File: config.mk
export PLATFORM = sky130hd
export DESIGN_NAME = flt_input_cond
export DESIGN_NICKNAME = d
export VERILOG_FILES = /design/src/rtl/flt_pkg.sv /design/src/rtl/flt_mode_dec.sv /design/src/rtl/flt_lockout.sv /design/src/rtl/flt_chan.sv /design/src/rtl/flt_input_cond.sv
export SDC_FILE = /design/constraint.sdc
export NUM_CORES = 1
export LEC_CHECK = 0
export ABC_CLOCK_PERIOD_IN_PS = 2500
export BUFFER_PORTS_ARGS = -buffer_cell sky130_fd_sc_hd__buf_2
export CAP_MARGIN = 25
export CORE_ASPECT_RATIO = 1.25
export CORE_MARGIN = 2
export CORE_UTILIZATION = 47
export DETAILED_ROUTE_END_ITERATION = 6
export GPL_TIMING_DRIVEN = 0
export PLACE_DENSITY = 0.69
export REMOVE_ABC_BUFFERS = 1
export SLEW_MARGIN = 25
export SYNTH_ARGS = -nofsm -noshare
export SYNTH_HDL_FRONTEND = slang
export SYNTH_SLANG_ARGS = --single-unit
File: constraint.sdc
create_clock -name clk_i -period 2.5 [get_ports clk_i]
set_input_delay 0 -clock clk_i [delete_from_list [all_inputs] [get_ports clk_i]]
set_output_delay 0 -clock clk_i [all_outputs]
set_load 0.02 [all_outputs]
File: src/rtl/flt_pkg.sv
package flt_pkg;
  typedef enum logic {
    FMODE_TIMED = 1'b0,
    FMODE_CYCLE = 1'b1
  } fmode_e;
endpackage

File: src/rtl/flt_mode_dec.sv
module flt_mode_dec import flt_pkg::*; #(
  parameter int unsigned CODE_W       = 3,
  parameter int unsigned SUB_PER_BASE = 16,
  parameter int unsigned CNT_W        = 11
) (
  input  logic [CODE_W-1:0] code_i,
  output fmode_e            mode_o,
  output logic [CNT_W-1:0]  limit_o
);
  localparam int unsigned CYCLE_CODE = (1 << CODE_W) - 1;

  always_comb begin
    if (code_i == CODE_W'(CYCLE_CODE)) begin
      mode_o  = FMODE_CYCLE;
      limit_o = '0;
    end else begin
      mode_o  = FMODE_TIMED;
      limit_o = CNT_W'(SUB_PER_BASE) << code_i;
    end
  end
endmodule

File: src/rtl/flt_lockout.sv
module flt_lockout #(
  parameter int unsigned LOCK_TICKS = 32
) (
  input  logic clk_i,
  input  logic rst_ni,
  input  logic init_done_i,
  input  logic enable_i,
  input  logic tick_i,
  input  logic strobe_i,
  output logic sample_o
);
  localparam int unsigned LOCK_W = $clog2(LOCK_TICKS + 1);

  logic [LOCK_W-1:0] lock_q;

  assign sample_o = init_done_i && enable_i && strobe_i && (lock_q == '0);

  always_ff @(posedge clk_i or negedge rst_ni) begin
    if (!rst_ni) begin
      lock_q <= '0;
    end else if (!init_done_i) begin
      lock_q <= '0;
    end else if (sample_o) begin
      lock_q <= LOCK_W'(LOCK_TICKS);
    end else if (tick_i && lock_q != '0) begin
      lock_q <= lock_q - 1'b1;
    end
  end
endmodule

File: src/rtl/flt_chan.sv
module flt_chan #(
  parameter int unsigned CNT_W = 11
) (
  input  logic             clk_i,
  input  logic             rst_ni,
  input  logic             init_done_i,
  input  logic             tick_i,
  input  logic             cycle_i,
  input  logic [CNT_W-1:0] limit_i,
  input  logic             sample_i,
  input  logic             x_i,
  output logic             filt_o
);
  logic             filt_q;
  logic             samp_q;
  logic [CNT_W-1:0] cnt_q;
  logic [CNT_W:0]   cnt_inc;

  assign cnt_inc = {1'b0, cnt_q} + {{CNT_W{1'b0}}, 1'b1};
  assign filt_o  = filt_q;

  always_ff @(posedge clk_i or negedge rst_ni) begin
    if (!rst_ni) begin
      filt_q <= 1'b0;
      samp_q <= 1'b0;
      cnt_q  <= '0;
    end else if (!init_done_i) begin
      filt_q <= 1'b0;
      samp_q <= 1'b0;
      cnt_q  <= '0;
    end else if (cycle_i) begin
      cnt_q <= '0;
      if (sample_i) begin
        samp_q <= x_i;
        if (x_i == samp_q) filt_q <= x_i;
      end
    end else if (x_i == filt_q) begin
      cnt_q <= '0;
    end else if (tick_i) begin
      if (cnt_inc >= {1'b0, limit_i}) begin
        filt_q <= x_i;
        cnt_q  <= '0;
      end else begin
        cnt_q <= cnt_inc[CNT_W-1:0];
      end
    end
  end
endmodule

File: src/rtl/flt_input_cond.sv
module flt_input_cond import flt_pkg::*; #(
  parameter int unsigned NUM_CH       = 4,
  parameter int unsigned CODE_W       = 3,
  parameter int unsigned SUB_PER_BASE = 16,
  parameter int unsigned LOCK_BASES   = 2
) (
  input  logic              clk_i,
  input  logic              rst_ni,
  input  logic              init_done_i,
  input  logic              tick_i,
  input  logic              dx_strobe_i,
  input  logic [NUM_CH-1:0] raw_i,
  input  logic [NUM_CH-1:0] inv_cfg_i,
  input  logic [NUM_CH-1:0] flt_en_i,
  input  logic [CODE_W-1:0] tconst_i,
  input  logic              pin_gate_en_i,
  input  logic              param_pin_i,
  output logic [NUM_CH-1:0] data_o
);
  localparam int unsigned CYCLE_CODE = (1 << CODE_W) - 1;
  localparam int unsigned MAX_LIMIT  = SUB_PER_BASE << (CYCLE_CODE - 1);
  localparam int unsigned CNT_W      = $clog2(MAX_LIMIT + 1);
  localparam int unsigned LOCK_TICKS = SUB_PER_BASE * LOCK_BASES;

  fmode_e            mode;
  logic              cycle_mode;
  logic [CNT_W-1:0]  limit;
  logic              sample_ev;
  logic              bypass;
  logic [NUM_CH-1:0] cond;
  logic [NUM_CH-1:0] filt;

  flt_mode_dec #(
    .CODE_W      (CODE_W),
    .SUB_PER_BASE(SUB_PER_BASE),
    .CNT_W       (CNT_W)
  ) u_dec (
    .code_i (tconst_i),
    .mode_o (mode),
    .limit_o(limit)
  );

  assign cycle_mode = (mode == FMODE_CYCLE);
  assign cond       = raw_i ^ inv_cfg_i;  // invert ahead of filtering

  flt_lockout #(
    .LOCK_TICKS(LOCK_TICKS)
  ) u_lock (
    .clk_i      (clk_i),
    .rst_ni     (rst_ni),
    .init_done_i(init_done_i),
    .enable_i   (cycle_mode),
    .tick_i     (tick_i),
    .strobe_i   (dx_strobe_i),
    .sample_o   (sample_ev)
  );

  for (genvar g = 0; g < NUM_CH; g++) begin : g_ch
    flt_chan #(
      .CNT_W(CNT_W)
    ) u_ch (
      .clk_i      (clk_i),
      .rst_ni     (rst_ni),
      .init_done_i(init_done_i),
      .tick_i     (tick_i),
      .cycle_i    (cycle_mode),
      .limit_i    (limit),
      .sample_i   (sample_ev),
      .x_i        (cond[g]),
      .filt_o     (filt[g])
    );
  end

  // filters run regardless; only the selection changes
  assign bypass = pin_gate_en_i && param_pin_i;
  assign data_o = bypass ? cond : ((filt & flt_en_i) | (cond & ~flt_en_i));
endmodule

==> flow_metrics.tcl <==
set metrics [dict create \
    wl_per_cell_um 17.06 \
    fin_skew_ns 0.006028 \
    seq_area_frac_synth_pct 36.02 \
    cp_top_family "compound AO/OA/AOI/OAI gates" \
    synth.ff_latch_count 58 \
    cts.sinks 58 \
    crit_type "reg2reg" \
    p_leak_nw 2.151 \
    vias_per_cell 5.951 \
    period_share_pct 100.9 \
    setup_violations 3 \
    utilization_pct 59.94 \
    nets 527 \
    vdd_drop_max_mv 0.5716 \
    required_ns 2.76 \
    fmax_mhz 396.3 \
    synthArstFlopShare_pct 100.0 \
    failed_checks "setup timing" \
    die-area_um2 9333 \
    start_util_pct 48.62 \
    antenna_found_initial 0 \
    crit_start "g_ch[0].u_ch.cnt_q[1]" \
    core.rowCount 37 \
    max_cap_viol_count 0 \
    yosys-top-cells-count "58 x dfrtp_1, 43 x nand2_1, 33 x ha_1" \
    ys_warn_count 0 \
    synth_top_area_share_pct 36.02 \
    route.detailed.drc 0 \
    multi_input_area_um2 2840 \
    r2r_start "g_ch[0].u_ch.cnt_q[1]" \
    core_um2 8287 \
    rsz0062_at_grt "true" \
    wl_mm 9.792 \
    max_slew_margin_pct 49.32 \
    p_sw_w 0.0008204 \
    crit_chain "ha_4 -> and3_4 -> nand3_4 -> xnor2_2 -> ha_1 -> a211oi_2 -> a21oi_2 -> a211oi_4 -> buf_2 -> nand4_1 -> a21oi_1" \
    final-max-slew-violation-count 0 \
    fillCellCount 664 \
    clockPowerShare_pct 32.5 \
    io_pins 26 \
    p_int_w 0.001716 \
    hold_viol 0 \
    io_buffers 25 \
    cts-root-buf "clkbuf_8" \
    arrival_ns 2.79 \
    num_vias 3416 \
    combPwrFrac_pct 25.0 \
    pwr_density_cell_nw_per_um2 510.7 \
    status "complete, but fails checks" \
    layout_setup_ws_ns -0.02362 \
    startpoint_type "flop" \
    grt-ovfl-total 0 \
    power_frac_seq_pct 42.5 \
    hp-start "raw_i[0]" \
    die_width_um 86.81 \
    area_growth_pct 23.29 \
    dr.pass1.iters 4 \
    slowest_stage "dfrtp_1" \
    synth_edf_count 0 \
    totalPowerFinal_w 0.002537 \
    grt_pass1_wl_mm 15.63 \
    synth-main-ff-cell "dfrtp_1" \
    synth.distinct_cells 49 \
    cts_tree "done" \
    cts_buffers 9 \
    max_stage_delay_ns 0.42 \
    netlist_instances 424 \
    swShare_pct 32.34 \
    tightestPinTransition_ns 0.7602 \
    grt_pass1_vias 3153 \
    worst_hold_path_type "in2reg" \
    path_buf_inv 1 \
    postSynthAreaPerCell_um2 9.502 \
    period_needed_ns 2.524 \
    die_h_um 107.5 \
    htreeDepth 3 \
    cp-end-kind "flop" \
    path_max_fanout 4 \
    track_usage_pct 21.45 \
    detail-route-antenna-nets 0 \
    yosysMostFrequentCell "dfrtp_1" \
    syn_area_um2 4029 \
    diodes 0 \
    synth_top_area_cell "dfrtp_1" \
    place_hpwl_mm 6.304 \
    max-clock-path-buffers 2 \
    drive_gt1_share_pct 30.61 \
    clk_latency_ns 0.35 \
    synth.area.top_cells "dfrtp_1 36%, ha_1 10%, xor2_1 6.1%" \
    path_clk_slew_ns 0.06 \
    drtIter0Drc 133 \
    grt_max_degree 59 \
    register_area_um2 1471 \
    gp_congestion 0.8157 \
]
-- power by group through the flow --
stage                     Clock, W  Combinational [W]  Sequential [W]
after floorplan                  0           0.000444         0.00108
final                     0.000825           0.000633         0.00108
after global routing      0.000883           0.000708         0.00109
after global placement           0           0.000574         0.00109
after detailed placement         0           0.000588         0.00109
after CTS                 0.000842           0.000611         0.00108
-- registers in the layout, indices dropped and copies added (netlist names) --
name and flops:
g_ch.u_ch.cnt_q 44, g_ch.u_ch.filt_o 4, g_ch.u_ch.samp_q 4, u_lock.lock_q 6
-- final timing paths --
path,end,slack (ns),cells past startpoint
hold / removal,g_ch[0].u_ch.samp_q,0.09,4
hold reg to reg,g_ch[3].u_ch.samp_q,0.52,1
min in group asynchronous,g_ch[3].u_ch.cnt_q[5],0.27,2
max in group asynchronous,g_ch[0].u_ch.cnt_q[7],1.69,2
setup / recovery,g_ch[0].u_ch.cnt_q[8],-0.02,11
setup reg to reg,g_ch[0].u_ch.cnt_q[8],-0.02,11
-- placed cells by master, fill, tap and decap left out, types with 3 or more instances in the layout --
master	count
a211oi_1	4
a21oi_1	9
a21oi_2	3
a22o_1	24
a31oi_1	12
a31oi_4	4
and2_1	6
and3_1	5
and3_4	5
buf_2	25
buf_4	21
clkbuf_8	12
dfrtp_1	42
dfrtp_2	16
ha_1	27
ha_4	5
inv_1	6
mux2_1	6
mux2_2	3
nand2_1	41
nand2_2	3
nand3_1	24
nand3_2	4
nand3b_1	4
nand4_1	10
nand4b_1	6
nor2_1	26
nor2_2	3
nor3_1	7
nor3_2	4
nor3_4	3
o211ai_1	4
o21ai_1	13
xnor2_1	20
xor2_1	21
xor2_2	7
-- routing by layer --
metal	GRT usage (%)	up-vias	routed length, µm
met4	9.821	0	88
met3	3.758	7	444
li1	-	1662	-
met5	0	-	0
met1	28.54	1671	4372
met2	33.75	76	4887
-- layout make-up --
class / instances / share of cell area [%]
clock buffer: 14 / 3.476
inverter: 7 / 0.5290
multi-input combinational: 346 / 57.18
clock inverter: 2 / 0.2015
tap: 97 / 2.443
timing repair buffer: 50 / 6.549
sequential: 58 / 29.62
-- worst min-delay path, stage by stage --
cell and delay (ns):
buf_2 0.09, xor2_1 0.14, nand3_1 0.10, o21ai_1 0.07
-- through the flow --
step	std cells	worst slack, ns	hold slack, ns	area (µm²)	TNS [ns]
floorplan	411	-0.04062	-0.2956	3959	-0.04062
global placement	533	-0.3975	0.3029	4205	-7.089
detailed placement	533	-0.4706	0.1316	4208	-8.709
CTS	561	0.007523	0.06280	4563	0
global route	574	-0.1072	0.09485	4967	-1.025
finish	574	-0.02362	0.08851	4967	-0.04299
-- logic make-up after synthesis --
group | Yosys count | share of synthesized area, %
and+or+nand+nor | 168 | 22.73
AOI/OAI and AO/OA | 85 | 14.97
DFF | 58 | 36.02
xor gates and xnor gates | 50 | 10.87
adders and majority gates | 33 | 10.25
buffers and inverters | 20 | 2.391
muxes | 10 | 2.764
-- timing repair --
action,4_1_cts,5_1_grt
hold endpoints to repair,60,0
hold buffers,2,0
gates cloned,0,1
setup buffers,10,12
pin swaps,4,45
resized for setup,19,69
setup endpoints to repair,44,48
No activity file was read; power rests on OpenSTA's default activity.
